## src/rtl/esc_pkg.sv

```systemverilog
package esc_pkg;
  localparam int NSLOT  = 4;
  localparam int SEQ_W  = $clog2(NSLOT);
  localparam int ADDR_W = 3;

  localparam logic [ADDR_W-1:0] ADR_CTRL_A = 3'd0;
  localparam logic [ADDR_W-1:0] ADR_CTRL_B = 3'd1;
  localparam logic [ADDR_W-1:0] ADR_COUNT  = 3'd2;

  // control word B bit positions
  localparam int B_ONESHOT = 0;
  localparam int B_STOP_LO = 1;
  localparam int B_REARM   = 3;
  localparam int B_CAPMODE = 4;

  // slot that follows cur, wrapping after the programmed last slot
  function automatic logic [SEQ_W-1:0] slot_after(input logic [SEQ_W-1:0] cur,
                                                  input logic [SEQ_W-1:0] last);
    return (cur == last) ? '0 : cur + 1'b1;
  endfunction

  // divider terminal test: >= so a shrinking N never skips its terminal count
  function automatic logic div_terminal(input logic [7:0] cnt, input logic [7:0] n);
    return cnt >= (n - 8'd1);
  endfunction
endpackage

```

## src/rtl/esc_input_cond.sv

```systemverilog
module esc_input_cond #(
  parameter int PSC_W = 5
) (
  input  logic             clk,
  input  logic             rst_n,
  input  logic             sig_in,
  input  logic [PSC_W-1:0] psc,
  output logic             rise,
  output logic             fall
);
  import esc_pkg::*;

  logic             sync1, sync2, sync2_d;
  logic             div_q, qual_d;
  logic [PSC_W-1:0] div_cnt;
  logic             bypass, qual, in_rise;

  assign bypass  = (psc == '0);
  assign in_rise = sync2 & ~sync2_d;
  assign qual    = bypass ? sync2 : div_q;
  assign rise    = qual & ~qual_d;
  assign fall    = ~qual & qual_d;

  always_ff @(posedge clk or negedge rst_n) begin
    if (!rst_n) begin
      sync1   <= 1'b0;
      sync2   <= 1'b0;
      sync2_d <= 1'b0;
      qual_d  <= 1'b0;
      div_q   <= 1'b0;
      div_cnt <= '0;
    end else begin
      sync1   <= sig_in;
      sync2   <= sync1;
      sync2_d <= sync2;
      qual_d  <= qual;
      if (bypass) begin
        div_cnt <= '0;
      end else if (in_rise) begin
        if (div_terminal(8'(div_cnt), 8'(psc))) begin
          div_cnt <= '0;
          div_q   <= ~div_q;
        end else begin
          div_cnt <= div_cnt + 1'b1;
        end
      end
    end
  end


  div_hold_chk: assert property (@(posedge clk) disable iff (!rst_n)
    (!bypass && !in_rise) |=> $stable(div_q));
endmodule

```

## src/rtl/esc_sequencer.sv

```systemverilog
module esc_sequencer (
  input  logic                              clk,
  input  logic                              rst_n,
  input  logic                              rise,
  input  logic                              fall,
  input  logic [esc_pkg::NSLOT-1:0]         pol,
  input  logic                              one_shot,
  input  logic [esc_pkg::SEQ_W-1:0]         last_slot,
  input  logic                              rearm,
  output logic [esc_pkg::SEQ_W-1:0]         slot,
  output logic                              frozen,
  output logic                              fire,
  output logic [esc_pkg::NSLOT-1:0]         evt_q
);
  import esc_pkg::*;

  logic qualified;

  assign qualified = pol[slot] ? fall : rise;
  assign fire      = qualified & ~frozen & ~rearm;

  always_ff @(posedge clk or negedge rst_n) begin
    if (!rst_n) begin
      slot   <= '0;
      frozen <= 1'b0;
      evt_q  <= '0;
    end else begin
      evt_q <= fire ? (NSLOT'(1) << slot) : '0;
      if (rearm) begin
        slot   <= '0;
        frozen <= 1'b0;
      end else if (fire) begin
        if (one_shot && slot == last_slot) frozen <= 1'b1;
        else                               slot   <= slot_after(slot, last_slot);
      end
    end
  end


  evt_onehot_chk: assert property (@(posedge clk) disable iff (!rst_n)
    $onehot0(evt_q));

  freeze_hold_chk: assert property (@(posedge clk) disable iff (!rst_n)
    (frozen && !rearm) |=> (frozen && $stable(slot) && evt_q == '0));

  rearm_chk: assert property (@(posedge clk) disable iff (!rst_n)
    rearm |=> (slot == '0 && !frozen));
endmodule

```

## src/rtl/esc_timebase.sv

```systemverilog
module esc_timebase #(
  parameter int CNT_W = 32
) (
  input  logic             clk,
  input  logic             rst_n,
  input  logic             load,
  input  logic [CNT_W-1:0] load_val,
  input  logic             clr,
  output logic [CNT_W-1:0] cnt,
  output logic             ovf
);
  always_ff @(posedge clk or negedge rst_n) begin
    if (!rst_n) begin
      cnt <= '0;
      ovf <= 1'b0;
    end else if (load) begin
      cnt <= load_val;
      ovf <= 1'b0;
    end else if (clr) begin
      cnt <= '0;
      ovf <= 1'b0;
    end else begin
      cnt <= cnt + 1'b1;
      ovf <= &cnt;
    end
  end


  clr_zero_chk: assert property (@(posedge clk) disable iff (!rst_n)
    (clr && !load) |=> (cnt == '0 && !ovf));

  count_step_chk: assert property (@(posedge clk) disable iff (!rst_n)
    (!clr && !load) |=> cnt == CNT_W'($past(cnt) + 1'b1));

  ovf_zero_chk: assert property (@(posedge clk) disable iff (!rst_n)
    ovf |-> cnt == '0);
endmodule

```

## src/rtl/edge_stamp_capture.sv

```systemverilog
module edge_stamp_capture #(
  parameter int CNT_W = 32,
  parameter int PSC_W = 5
) (
  input  logic                      clk,
  input  logic                      rst_n,
  input  logic                      wr_en,
  input  logic [esc_pkg::ADDR_W-1:0] wr_addr,
  input  logic [CNT_W-1:0]          wr_data,
  input  logic [esc_pkg::ADDR_W-1:0] rd_addr,
  output logic [CNT_W-1:0]          rd_data,
  input  logic                      sig_in,
  output logic [esc_pkg::NSLOT-1:0] evt_pulse,
  output logic                      ovf_pulse
);
  import esc_pkg::*;

  localparam int RST_LO = NSLOT;
  localparam int PSC_LO = 2 * NSLOT;
  localparam int LD_BIT = PSC_LO + PSC_W;

  logic [NSLOT-1:0] pol_r, rst_en_r;
  logic [PSC_W-1:0] psc_r;
  logic             load_en_r, one_shot_r, cap_mode_r;
  logic [SEQ_W-1:0] last_r;

  logic             wr_a, wr_b, wr_cnt, rearm;
  logic             rise, fall, fire, frozen, cnt_clr;
  logic [SEQ_W-1:0] slot;
  logic [CNT_W-1:0] cnt;
  logic [CNT_W-1:0] cap_q [NSLOT];
  logic [NSLOT-1:0] cap_load;

  assign wr_a    = wr_en && wr_addr == ADR_CTRL_A;
  assign wr_b    = wr_en && wr_addr == ADR_CTRL_B;
  assign wr_cnt  = wr_en && wr_addr == ADR_COUNT;
  assign rearm   = wr_b && wr_data[B_REARM];
  assign cnt_clr = fire && rst_en_r[slot];

  always_ff @(posedge clk or negedge rst_n) begin
    if (!rst_n) begin
      pol_r      <= '0;
      rst_en_r   <= '0;
      psc_r      <= '0;
      load_en_r  <= 1'b0;
      one_shot_r <= 1'b0;
      last_r     <= '0;
      cap_mode_r <= 1'b0;
    end else begin
      if (wr_a) begin
        pol_r     <= wr_data[NSLOT-1:0];
        rst_en_r  <= wr_data[RST_LO +: NSLOT];
        psc_r     <= wr_data[PSC_LO +: PSC_W];
        load_en_r <= wr_data[LD_BIT];
      end
      if (wr_b) begin
        one_shot_r <= wr_data[B_ONESHOT];
        last_r     <= wr_data[B_STOP_LO +: SEQ_W];
        cap_mode_r <= wr_data[B_CAPMODE];
      end
    end
  end

  esc_input_cond #(.PSC_W(PSC_W)) cond_i (
    .clk(clk), .rst_n(rst_n), .sig_in(sig_in), .psc(psc_r),
    .rise(rise), .fall(fall)
  );

  esc_sequencer seq_i (
    .clk(clk), .rst_n(rst_n), .rise(rise), .fall(fall), .pol(pol_r),
    .one_shot(one_shot_r), .last_slot(last_r), .rearm(rearm),
    .slot(slot), .frozen(frozen), .fire(fire), .evt_q(evt_pulse)
  );

  esc_timebase #(.CNT_W(CNT_W)) tb_i (
    .clk(clk), .rst_n(rst_n), .load(wr_cnt), .load_val(wr_data),
    .clr(cnt_clr), .cnt(cnt), .ovf(ovf_pulse)
  );

  for (genvar k = 0; k < NSLOT; k++) begin : g_cap
    assign cap_load[k] = fire && slot == SEQ_W'(k) && load_en_r && cap_mode_r;

    always_ff @(posedge clk or negedge rst_n) begin
      if (!rst_n)           cap_q[k] <= '0;
      else if (cap_load[k]) cap_q[k] <= cnt;
    end


    cap_take_chk: assert property (@(posedge clk) disable iff (!rst_n)
      cap_load[k] |=> cap_q[k] == $past(cnt));

    cap_keep_chk: assert property (@(posedge clk) disable iff (!rst_n)
      !cap_load[k] |=> $stable(cap_q[k]));
  end

  always_comb begin
    rd_data = '0;
    case (rd_addr)
      ADR_CTRL_A: rd_data = CNT_W'({load_en_r, psc_r, rst_en_r, pol_r});
      ADR_CTRL_B: rd_data = CNT_W'({cap_mode_r, 1'b0, last_r, one_shot_r});
      ADR_COUNT:  rd_data = cnt;
      default: if (rd_addr[ADDR_W-1]) rd_data = cap_q[rd_addr[SEQ_W-1:0]];
    endcase
  end


  rearm_reads_zero_chk: assert property (@(posedge clk) disable iff (!rst_n)
    (rd_addr == ADR_CTRL_B) |-> !rd_data[B_REARM]);
endmodule

```

## config.mk

```make
export PLATFORM = sky130hd
export DESIGN_NAME = edge_stamp_capture
export DESIGN_NICKNAME = d
export VERILOG_FILES = /design/src/rtl/esc_pkg.sv /design/src/rtl/esc_input_cond.sv /design/src/rtl/esc_sequencer.sv /design/src/rtl/esc_timebase.sv /design/src/rtl/edge_stamp_capture.sv
export SDC_FILE = /design/constraint.sdc
export NUM_CORES = 1
export LEC_CHECK = 0
export ABC_CLOCK_PERIOD_IN_PS = 2550
export CAP_MARGIN = 5
export CORE_MARGIN = 2
export CORE_UTILIZATION = 58
export CTS_CLUSTER_DIAMETER = 150
export DETAILED_ROUTE_END_ITERATION = 8
export DONT_BUFFER_PORTS = 1
export GPL_ROUTABILITY_DRIVEN = 0
export PLACE_DENSITY = 0.76
export SYNTH_ARGS = -nofsm -noshare
export SYNTH_HDL_FRONTEND = slang
export SYNTH_SLANG_ARGS = --single-unit
```

## constraint.sdc

```tcl
create_clock -name clk -period 2.55 [get_ports clk]
set_input_delay 0.3825 -clock clk [delete_from_list [all_inputs] [get_ports clk]]
set_output_delay 0.3825 -clock clk [all_outputs]
set_load 0.03 [all_outputs]
```

Yosys cells after proc, flatten, opt, wreduce, memory -nomap -nowiden
Index checks and enable logic that the tools add are counted.
- register bits: 196
- bits of input ports: 42
- output and inout port bits: 37
- word-level logic and storage cells: 107
- add/sub/neg operators: 4
- order comparisons: 3
- equality and inequality tests: 9
- shifts and indexed selects: 1
- muxes and demuxes: 26
- bitwise logic cells: 13
- reductions and logical operators: 29
- operators by type and width (kind ; number):
    $mux W32 ; 5
    $pmux W32 S3 ; 1
    $bmux W32 S2 ; 1
    $add A32 B1 Y32 const B ; 1
    $reduce_and A32 Y1 ; 1
    $logic_and A1 B1 Y1 ; 18
    $mux W5 ; 3
    $mux W1 ; 9
    $ge A5 B8 Y1 ; 1
    $mux W2 ; 4
    $not A1 Y1 ; 7
    $eq A3 B1 Y1 const B ; 2
    $eq A3 B2 Y1 const B ; 2
    $logic_not A3 Y1 ; 2
    $reduce_bool A2 Y1 ; 3
    $sub A5 B1 Y6 const B ; 1
    $add A5 B1 Y5 const B ; 1
    $and A1 B1 Y1 ; 5
    $logic_not A5 Y1 ; 1
    $bmux W1 S2 ; 2
    $eq A2 B2 Y1 const B ; 2
    $mux W4 ; 1
    $reduce_and A2 Y1 ; 2
    $shl A1 B2 Y4 const A ; 1
    9 further kinds ; 9

Depth between registers and ports, before layout
Gate-level depths: netlist of the first run.
- word-level depth: 10
- mapped depth: 10
- gate-level depth less buffers: 9

Cells and area by module
A second synthesis of the first run with hierarchy kept.
- cells, all modules: 803
- area total of the unflattened synthesis: 9982.1 um^2
- modules (own cells, without submodules) (module ; instances ; cells an instance ; area each (um^2) ; sequential area each (um^2)):
    edge_stamp_capture ; 1 ; 486 ; 7001.7 ; 3653.5
    esc_timebase ; 1 ; 225 ; 1969.4 ; 825.8
    esc_input_cond ; 1 ; 57 ; 621.8 ; 250.2
    esc_sequencer ; 1 ; 35 ; 389.1 ; 175.2

Worst setup path before layout of the first run
OpenSTA, ideal clock, no wires.
- path type: reg2reg
- start: register psc_r[0]
- end: register cap_q[100] in the netlist's numbering
- setup time: 0.125 ns
- arrival: 2.482 ns
- required time: 2.425 ns
- setup slack: -0.057 ns
- stages on the path, launching flop included: 11
- buffers on the path: 2
- period minus slack after synthesis: 2.607 ns
- cells stage by stage: dfrtp_1 -> inv_1 -> ha_1 -> nor4b_4 -> mux2_4 -> mux2i_2 -> nor3b_4 -> and3_1 -> buf_6 -> buf_12 -> mux2_4
- cells in the longest elaborated chain, start to end: 10
- elaborated cells on any way between the ends: 11
- classes of those cells: 2 x mux; 5 x bitwise; 4 x reduce/logical
- RTL lines (element ; RTL line ; RTL):
    from (decl) ; edge_stamp_capture.sv:23 ; logic [PSC_W-1:0] psc_r;
    from (signal assigned) ; edge_stamp_capture.sv:53 ; psc_r <= wr_data[PSC_LO +: PSC_W];
    $logic_not A5 Y1 (*) ; esc_input_cond.sv:18 ; assign bypass = (psc == '0);
    $mux W1 (*) ; esc_input_cond.sv:20 ; assign qual = bypass ? sync2 : div_q;
    named net cond_i.qual ; esc_input_cond.sv:16 ; logic bypass, qual, in_rise;
    $not A1 Y1 ; esc_input_cond.sv:22 ; assign fall = ~qual & qual_d;
    $and A1 B1 Y1 ; esc_input_cond.sv:22 ;
    $mux W1 (*) ; esc_sequencer.sv:19 ; assign qualified = pol[slot] ? fall : rise;
    $and A1 B1 Y1 (*) (2 in series) ; esc_sequencer.sv:20 ; assign fire = qualified & ~frozen & ~rearm;
    $logic_and A1 B1 Y1 (*) (3 in series) ; edge_stamp_capture.sv:81 ; assign cap_load[k] = fire && slot == SEQ_W'(k) && load_en_r && cap_mode_r;
    to (signal, indexed assignment) ; edge_stamp_capture.sv:85 ; else if (cap_load[k]) cap_q[k] <= cnt;
    to (decl) ; edge_stamp_capture.sv:31 ; logic [CNT_W-1:0] cap_q [NSLOT];
Mark *: on every way through the listed nets, which the timed path passes. The rest lies on a longest branch.
A chain may end at the register's enable or synchronous reset.

Worst setup path in the final report of the first run
- start: register psc_r[1]
- end: register cap_q[24] in the netlist's numbering
The elaborated chain is that of the path after synthesis.

==> impl_metrics.toml, run 1 <==
[outcome]
status = "finished, violations left"
violations = "hold timing, setup timing"

[timing]
finalCritPeriodShare_pct = 105
fmax_ghz = 0.373
relSlewSlack_pct = 66.7
fin_skew_ns = 0.00925
final_max_slew_viol_count = 0
finalSetupViolations = 127
timing.hold.ws_ns = -0.367
tightest_slew_ns = 0.497
rsz0062_at_grt = "true"
final.min_clock_period_ns = 2.68
fin_ws_ns = -0.133
finalHoldViolations = 196
fin_setup_tns_ns = -11.85

[global_routing]
grt-ovfl-total = 0
grt_pass1_wl_mm = 37.4
grt_pass1_vias = 6789
antenna_found_initial = 0
grtUsageTotal_pct = 26.5
grt_start_max_net_pins = 197

[floorplanning]
die_x_um = 137
die-area_um2 = 18800
fp.coreArea_um2 = 17300
rows = 48
ioPinCount = 79
start_util_pct = 59.4
die_y_um = 137

[synth]
syn_area_um2 = 10300
ys.flop_type = "dfrtp_1"
async_flop_share_pct = 100
synth_xor_area_share_pct = 3.15
syn-instance-count = 755
synth-seq-cells = 196
yosys.area.top_type_share_pct = 47.7
syn_area_per_cell_um2 = 13.6
yosysWarnings = 0
ys_seq_area_share_pct = 47.7
synthMuxAreaShare_pct = 29.3
syn_nets = 809
synth_top_cells_by_area = "dfrtp_1, mux2_4, mux4_2"
synthAdderAreaFrac_pct = 1.46
synth-edff-count = 0
synth-simple-area-share_pct = 7.66
ys_types = 49
synth_compound_area_share_pct = 5.69
synth_top_area_cell = "dfrtp_1"
synth_top_family_by_area = "multiplexers"

[worst_setup_path]
crit_buf_inv = 2
slowest_delay_ns = 0.40
worstSetupPathType = "reg -> reg"
startpoint_type = "flop"
arrival_ns = 3.00
r2r_slack_ns = -0.13
r2r-end = "cap_q[24]"
worstSetupEndpointType = "flop"
cp_top_family = "multiplexers"
worstReg2RegStart = "psc_r[1]"
worstPathMaxFanout = 12
cp.required_ns = 2.87
path_cells = "inv_2, ha_4, nor4b_4, mux2_4, mux2i_2, nor3b_4, and3_4, buf_12, mux2_4"
cpMostUsedCell = "mux2_4"
cp_slowest_cell = "dfrtp_1"
rr_worst_depth = 9

[detailed_routing]
wl_mm = 24.4
routed.top_layer = "met4"
drc_errors = 0
route.met2.wl_mm = 11.8
met1_length_mm = 10.8
drt_iter0_markers = 455
drtPass1Iterations = 5
detail-route-antenna-nets = 0
dr_wl_met3_mm = 1.38
num_vias = 6374
routed_via_density = 6.13
wire_per_inst_um = 23.5

[power]
pwr_density_cell_nw_per_um2 = 968
ir_worst_vdd_mv = 0.911
p_leak_uw = 0.00525
fin_total_pwr_uw = 11300

[clocking]
numClockSinks = 196
clk_latency_ns = 0.44
cts_max_level = 4
cts_inserted_buffers = 17
ctsHoldBuffers = 1
cts_tree = "yes"
cts_root_buffer = "clkbuf_16"
clk_pin_slew_worst_paths_ns = 0.07
clock_path_buffers = 2

[placement]
place_hpwl_mm = 15.1
place_area_um2 = 10800
io_buffers = 0

[finish]
antennaDiodeCount = 0
fin_nets = 856
final_cell_mix = "dfrtp_1, mux2_4, buf_4, nand2_1, mux4_2"
finalInstanceArea_um2 = 11700
layout_commonest_cell = "dfrtp_1"
layout-drive-gt1-share_pct = 39.1
syn_to_final_growth_pct = 13.6

[run]
drv_cap = 0

[hold_path]
hold_path.class = "in -> async"
[cell type report]
cell class,count,area [µm²]
Multi-Input combinational cell,482,4930
Fill cell,1206,5620
Timing Repair Buffer,90,866
Clock buffer,20,447
Clock inverter,11,198
Inverter,15,56.3
Sequential cell,196,4900
Tap cell,225,282
[through the flow]
stage	hold WS, ns	instances	setup slack [ns]	utilization [%]
3_5_place_dp	0.0937	997	-0.151	62.3
4_1_cts	-0.366	1034	-0.108	66.7
3_3_place_gp	0.0941	997	-0.0852	62.3
2_1_floorplan	0.0869	755	0.0137	-
5_1_grt	-0.380	1039	-0.214	67.5
6_report	-0.367	1039	-0.133	67.5
[synth_stat cells, types with 17 or more instances]
master and instances:
a22o_1 18, nor2_1 18, nand3_1 17, mux2_2 24
xor2_1 22, dfrtp_1 196, nand2_1 61, mux2_4 121
o21ai_0 30, clkbuf_1 31, mux4_2 33, o31ai_1 20
[worst max path at each step]
stage / start / endpoint / slack, ns / cells after the start
3_3_place_gp: psc_r[1] / cap_q[19] / -0.09 / 9
4_1_cts: psc_r[1] / cap_q[81] / -0.11 / 9
2_1_floorplan: psc_r[0] / cap_q[100] / 0.01 / 10
5_1_grt: psc_r[1] / cap_q[22] / -0.21 / 9
3_5_place_dp: psc_r[1] / cap_q[6] / -0.15 / 9
6_report: psc_r[1] / cap_q[24] / -0.13 / 9
[worst register-to-register path, stage by stage, from the launching register on]
cell,delay [ns]
dfrtp_1,0.40
inv_2,0.09
ha_4,0.13
nor4b_4,0.23
mux2_4,0.36
mux2i_2,0.19
nor3b_4,0.30
and3_4,0.33
buf_12,0.20
mux2_4,0.33
[cell families after synthesis]
logic type               after synthesis
buffers and inverters                 77
flip-flops                           196
XOR/XNOR                              37
adder cells (fa/ha/maj)               12
AO/OA/AOI/OAI                         87
AND/OR/NAND/NOR                      152
multiplexers                         194
[state kept, by name, summed over array words and instances, names as in the netlist]
register / count
cap_mode_r: 1
cap_q: 128
cond_i.div_cnt: 5
cond_i.div_q: 1
cond_i.qual_d: 1
cond_i.sync1: 1
cond_i.sync2: 1
cond_i.sync2_d: 1
last_r: 2
load_en_r: 1
one_shot_r: 1
pol_r: 4
psc_r: 5
rst_en_r: 4
seq_i.evt_q: 4
seq_i.frozen: 1
seq_i.slot: 2
tb_i.cnt: 32
tb_i.ovf: 1
[layer usage]
metal	track usage (%)	vias to the layer above
li1	-	2805
met1	35.6	3327
met2	42.5	207
met3	6.15	35
met4	9.45	0
met5	0	-
[timing repair]
| item | 4_1_cts | 5_1_grt |
|---|---|---|
| pin swaps | 2 | 1 |
| hold endpoints to repair | 197 | 196 |
| gates resized for setup | 10 | 14 |
| endpoints found under the setup margin | 130 | 137 |
| gates cloned | 2 | 4 |
| setup buffers | 3 | 1 |
[where the power goes]
group	total, µW	leakage, µW	internal (µW)	switching, µW
registers	4990	0.00262	4010	975
logic	3330	0.00231	1930	1400
clock network	2990	0.000312	1780	1220
total	11300	0.00525	7720	3590
Note: power is estimated with default switching activity, not from simulation.
==> run 2: changes to the inputs <==
==> constraint.sdc (replaced) <==
create_clock -name clk -period 2.55 [get_ports clk]
set_input_delay 0.255 -clock clk [delete_from_list [all_inputs] [get_ports clk]]
set_output_delay 0.255 -clock clk [all_outputs]
set_load 0.03 [all_outputs]
==> impl_metrics.toml, run 2 (same netlist as run 1, synthesis figures left out) <==
[outcome]
status = "finished, violations left"
violations = "hold timing, setup timing"

[timing]
fin_skew_ns = 0.00789
relSlewSlack_pct = 45.6
tightest_slew_ns = 0.818
final_max_slew_viol_count = 0
finalHoldViolations = 196
fin_ws_ns = -0.197
fmax_ghz = 0.364
finalSetupViolations = 128
final.min_clock_period_ns = 2.75
timing.hold.ws_ns = -0.503
finalCritPeriodShare_pct = 108
rsz0062_at_grt = "true"

[power]
p_leak_uw = 0.00533
ir_worst_vdd_mv = 0.826
pwr_density_cell_nw_per_um2 = 940

[detailed_routing]
num_vias = 6501
detail-route-antenna-nets = 0
routed.top_layer = "met4"
routed_via_density = 6.13
met1_length_mm = 10.5
dr_wl_met3_mm = 1.61
drc_errors = 0
drt_iter0_markers = 477
drtPass1Iterations = 5
wire_per_inst_um = 23.1
wl_mm = 24.6
route.met2.wl_mm = 12.0

[worst_setup_path]
cpMostUsedCell = "mux2_4"
worstSetupEndpointType = "flop"
cp.required_ns = 2.88
arrival_ns = 3.08
cp_slowest_cell = "dfrtp_1"
crit_buf_inv = 3
worstReg2RegStart = "psc_r[1]"
worstPathMaxFanout = 23
slowest_delay_ns = 0.39
path_cells = "inv_2, ha_4, nor4b_4, mux2_4, mux2i_2, nor3b_4, buf_6, and3_2, buf_12, mux2_4"
critPathLaunch = "psc_r[1]"
cp_top_family = "multiplexers"
worstSetupPathType = "reg -> reg"
startpoint_type = "flop"

[finish]
layout-drive-gt1-share_pct = 38.2
top_regs = "cap_q: 128 flops, tb_i.cnt: 32 flops"
fin_nets = 877
antennaDiodeCount = 0
finalInstanceArea_um2 = 12000
largest_register = "cap_q"
largest_register_ffs = 128
layout_commonest_cell = "dfrtp_1"
syn_to_final_growth_pct = 16.6
fin_cells = 1061
final_cell_mix = "dfrtp_1, mux2_4, nand2_1, buf_4"

[floorplanning]
fp.coreArea_um2 = 17300
ioPinCount = 79
die_y_um = 137
die_x_um = 137
rows = 48
die-area_um2 = 18800
start_util_pct = 59.4

[global_routing]
grt_pass1_wl_mm = 39.3
antenna_found_initial = 0
grt_pass1_vias = 7034
grt-ovfl-total = 0
grt_start_max_net_pins = 197
grtUsageTotal_pct = 27.8

[clocking]
ctsHoldBuffers = 33
cts_tree = "yes"
cts_max_level = 4
clk_latency_ns = 0.44
clk_pin_slew_worst_paths_ns = 0.08
clock_path_buffers = 2
cts_root_buffer = "clkbuf_16"
cts_inserted_buffers = 17
numClockSinks = 196

[placement]
place_hpwl_mm = 14.9
place_area_um2 = 10600
dp_slack_ns = -0.183
dp.cells = 976
io_buffers = 0

[run]
drv_cap = 0

[hold_path]
hold_path.class = "in -> async"
==> run 2: through the flow <==
step                      TNS [ns]  util (%)  power, µW  hold WS (ns)
final                       -18.12      69.3      11300        -0.503
after floorplan                  0         -       7210       -0.0406
after CTS                   -10.04      68.5      11100        -0.515
after global routing        -28.39      69.3      11800        -0.525
after detailed placement    -16.24      61.4       8120       -0.0353
after global placement       -6.21      61.4       7920       -0.0331
==> run 2: per-layer routing <==
layer	up-vias	global-route usage, %
li1	2846	-
met1	3380	37.5
met2	236	45.2
met3	39	6.33
met4	0	8.48
met5	-	0
==> run 2: report_power, final <==
group          switching (µW)  total (µW)  leakage (µW)  internal [µW]
clock                    1270        2750      0.000278           1480
sequential                949        4960       0.00262           4010
combinational            1500        3560       0.00242           2060
total                    3720       11300       0.00533           7540
==> run 2: final cells by class <==
class | instances | area [µm²]
tap | 225 | 282
sequential | 196 | 4900
clock buffer | 18 | 429
fill | 1165 | 5310
inverter | 15 | 56.3
multi-input combinational | 482 | 5010
clock inverter | 14 | 165
timing repair buffer | 111 | 1130
==> run 2: timing repair <==
item	in CTS	in global routing
gates cloned	4	1
gates resized for setup	21	33
setup buffers	14	3
hold endpoints to repair	247	196
setup endpoints to repair	128	160
pin swaps	3	9
==> run 2: path summary, 6_finish.rpt <==
| path | end | slack, ns | depth (start not counted) |
|---|---|---|---|
| min in group clk | seq_i.frozen | 0.20 | 2 |
| min | cap_q[112] | -0.50 | 0 |
| max | cap_q[88] | -0.20 | 10 |
| max reg2reg | cap_q[88] | -0.20 | 10 |
| min reg2reg | cond_i.sync2 | 0.36 | 0 |
| max in group asynchronous | cap_q[36] | 2.85 | 0 |
==> run 2: worst register-to-register path: stages (launching register included) <==
cell and delay, ns:
dfrtp_1 0.39, inv_2 0.08, ha_4 0.13, nor4b_4 0.26
mux2_4 0.36, mux2i_2 0.21, nor3b_4 0.25, buf_6 0.13
and3_2 0.23, buf_12 0.25, mux2_4 0.35
==> run 3: changes to the inputs <==
CORE_ASPECT_RATIO = 0.9   (was default)
==> impl_metrics.toml, run 3 (same netlist as run 1, synthesis figures left out) <==
[clocking]
clock_path_buffers = 2
cts_inserted_buffers = 17
ctsHoldBuffers = 33
cts_tree = "yes"
clk_latency_ns = 0.43
cts_root_buffer = "clkbuf_16"
clk_pin_slew_worst_paths_ns = 0.07
cts_max_level = 4
numClockSinks = 196

[finish]
finish.utilization_pct = 68.7
largest_register = "cap_q"
antennaDiodeCount = 0
layout-drive-gt1-share_pct = 37.5
top_regs = "cap_q: 128 flops, tb_i.cnt: 32 flops"
finalInstanceArea_um2 = 12000
layout_commonest_cell = "dfrtp_1"
syn_to_final_growth_pct = 16.9
final_cell_mix = "dfrtp_1, mux2_4, buf_4, nand2_1"
largest_register_ffs = 128
fin_nets = 883

[detailed_routing]
wl_mm = 24.4
routed_via_density = 6.04
detail-route-antenna-nets = 0
drc_errors = 0
num_vias = 6531
drtPass1Iterations = 5
drt_iter0_markers = 620
wire_per_inst_um = 22.5

[floorplanning]
die_x_um = 144
rows = 46
fp.coreArea_um2 = 17500
die-area_um2 = 18800
ioPinCount = 79
die_y_um = 130
start_util_pct = 58.7

[worst_setup_path]
startpoint_type = "flop"
worstPathMaxFanout = 12
worstSetupEndpointType = "flop"
arrival_ns = 3.06
worstSetupPathType = "reg -> reg"
cp.required_ns = 2.86

[timing]
fin_ws_ns = -0.197
fin_skew_ns = 0.00864
final.min_clock_period_ns = 2.75
final_max_slew_viol_count = 0
finalCritPeriodShare_pct = 108
tightest_slew_ns = 0.819
fmax_ghz = 0.364
rsz0062_at_grt = "true"
finalSetupViolations = 128
relSlewSlack_pct = 45.6
timing.hold.ws_ns = -0.483
finalHoldViolations = 196
fin_setup_tns_ns = -20.57

[power]
netSwitchingFraction_pct = 32.0
fin_total_pwr_uw = 11300
p_comb_share_pct = 30.0
p_leak_uw = 0.00536
p_int_uw = 7650
clock_power_share_pct = 25.7
ir_worst_vdd_mv = 0.517
pwr_density_cell_nw_per_um2 = 936
power.switching_uw = 3600
p_seq_share_pct = 44.3

[placement]
dp_slack_ns = -0.0925
io_buffers = 0
place_area_um2 = 10800
place_hpwl_mm = 15.0

[global_routing]
grtUsageTotal_pct = 26.7
grt_pass1_vias = 6805
grt-ovfl-total = 0
grt_start_max_net_pins = 197
grt_pass1_wl_mm = 38.2
antenna_found_initial = 0

[outcome]
status = "finished, violations left"
violations = "hold timing, setup timing"

[run]
drv_cap = 0

[hold_path]
hold_path.class = "in -> async"
[run 3: changes by cell type in the layout (fill, tap and decap cells not counted), moves of 2 or more]
cell,before,now
o21ai_0,25,30
and2_4,4,0
o31ai_4,5,0
buf_4,57,65
clkinv_2,0,2
o31ai_2,4,0
o21ai_1,5,0
inv_8,2,0
o31ai_1,11,20
buf_8,2,0
bufinv_16,2,4
and2_2,0,4
buf_6,7,4
[run 3: repair_timing]
action                     4_1_cts  5_1_grt
gates cloned                     3        3
setup endpoints to repair      128      140
resized for setup                6       13
buffers inserted                 5        1
hold endpoints to repair       247      196
pin swaps                        1        3
[run 3: power groups by stage]
stage / Combinational, µW / Sequential (µW) / Clock [µW]
final: 3380 / 4980 / 2890
after global routing: 3630 / 5110 / 3060
after CTS: 3320 / 4950 / 2940
after detailed placement: 3220 / 4980 / 0
after global placement: 3080 / 4900 / 0
after floorplan: 2680 / 4540 / 0
[run 3: worst paths after layout]
kind | from | to | slack, ns | cells past startpoint
max in group asynchronous | rst_n | cap_q[123] | 2.58 | 0
setup reg to reg | psc_r[1] | cap_q[102] | -0.20 | 9
min in group clk | wr_addr[0] | tb_i.cnt[2] | 0.09 | 3
setup / recovery | psc_r[1] | cap_q[102] | -0.20 | 9
hold reg to reg | cond_i.sync1 | cond_i.sync2 | 0.36 | 0
hold / removal | rst_n | cap_q[77] | -0.48 | 0
[run 3: final cells by class]
cell class | instances | area [µm²]
multi-input combinational | 482 | 4920
clock inverter | 14 | 196
clock buffer | 18 | 439
tap | 240 | 300
timing repair buffer | 117 | 1200
fill | 1190 | 5480
sequential | 196 | 4900
inverter | 15 | 56.3
[run 3: per-stage QoR]
stage / cells / hold slack [ns]
6_report: 1082 / -0.483
5_1_grt: 1082 / -0.507
4_1_cts: 1078 / -0.503
3_5_place_dp: 1005 / -0.0312
3_3_place_gp: 1005 / -0.0308
2_1_floorplan: 755 / -0.0406
[run 3: layer usage]
layer  vias to the layer above  part of all wire, %  GRT usage [%]  routed length [µm]
met4                         0                  1.3           6.51                 312
met3                        28                  6.3           6.83                1520
met2                       210                   49           42.6               11800
li1                       2860                    -              -                   -
met5                         -                    0              0                   0
met1                      3433                   44           37.3               10700
[run 3: critical path, stage by stage, from the launching register on]
cell,delay (ns)
dfrtp_1,0.39
inv_2,0.09
ha_4,0.13
nor4b_4,0.25
mux2_4,0.36
mux2i_2,0.20
nor3b_4,0.34
and3_4,0.34
buf_12,0.20
mux2_4,0.32
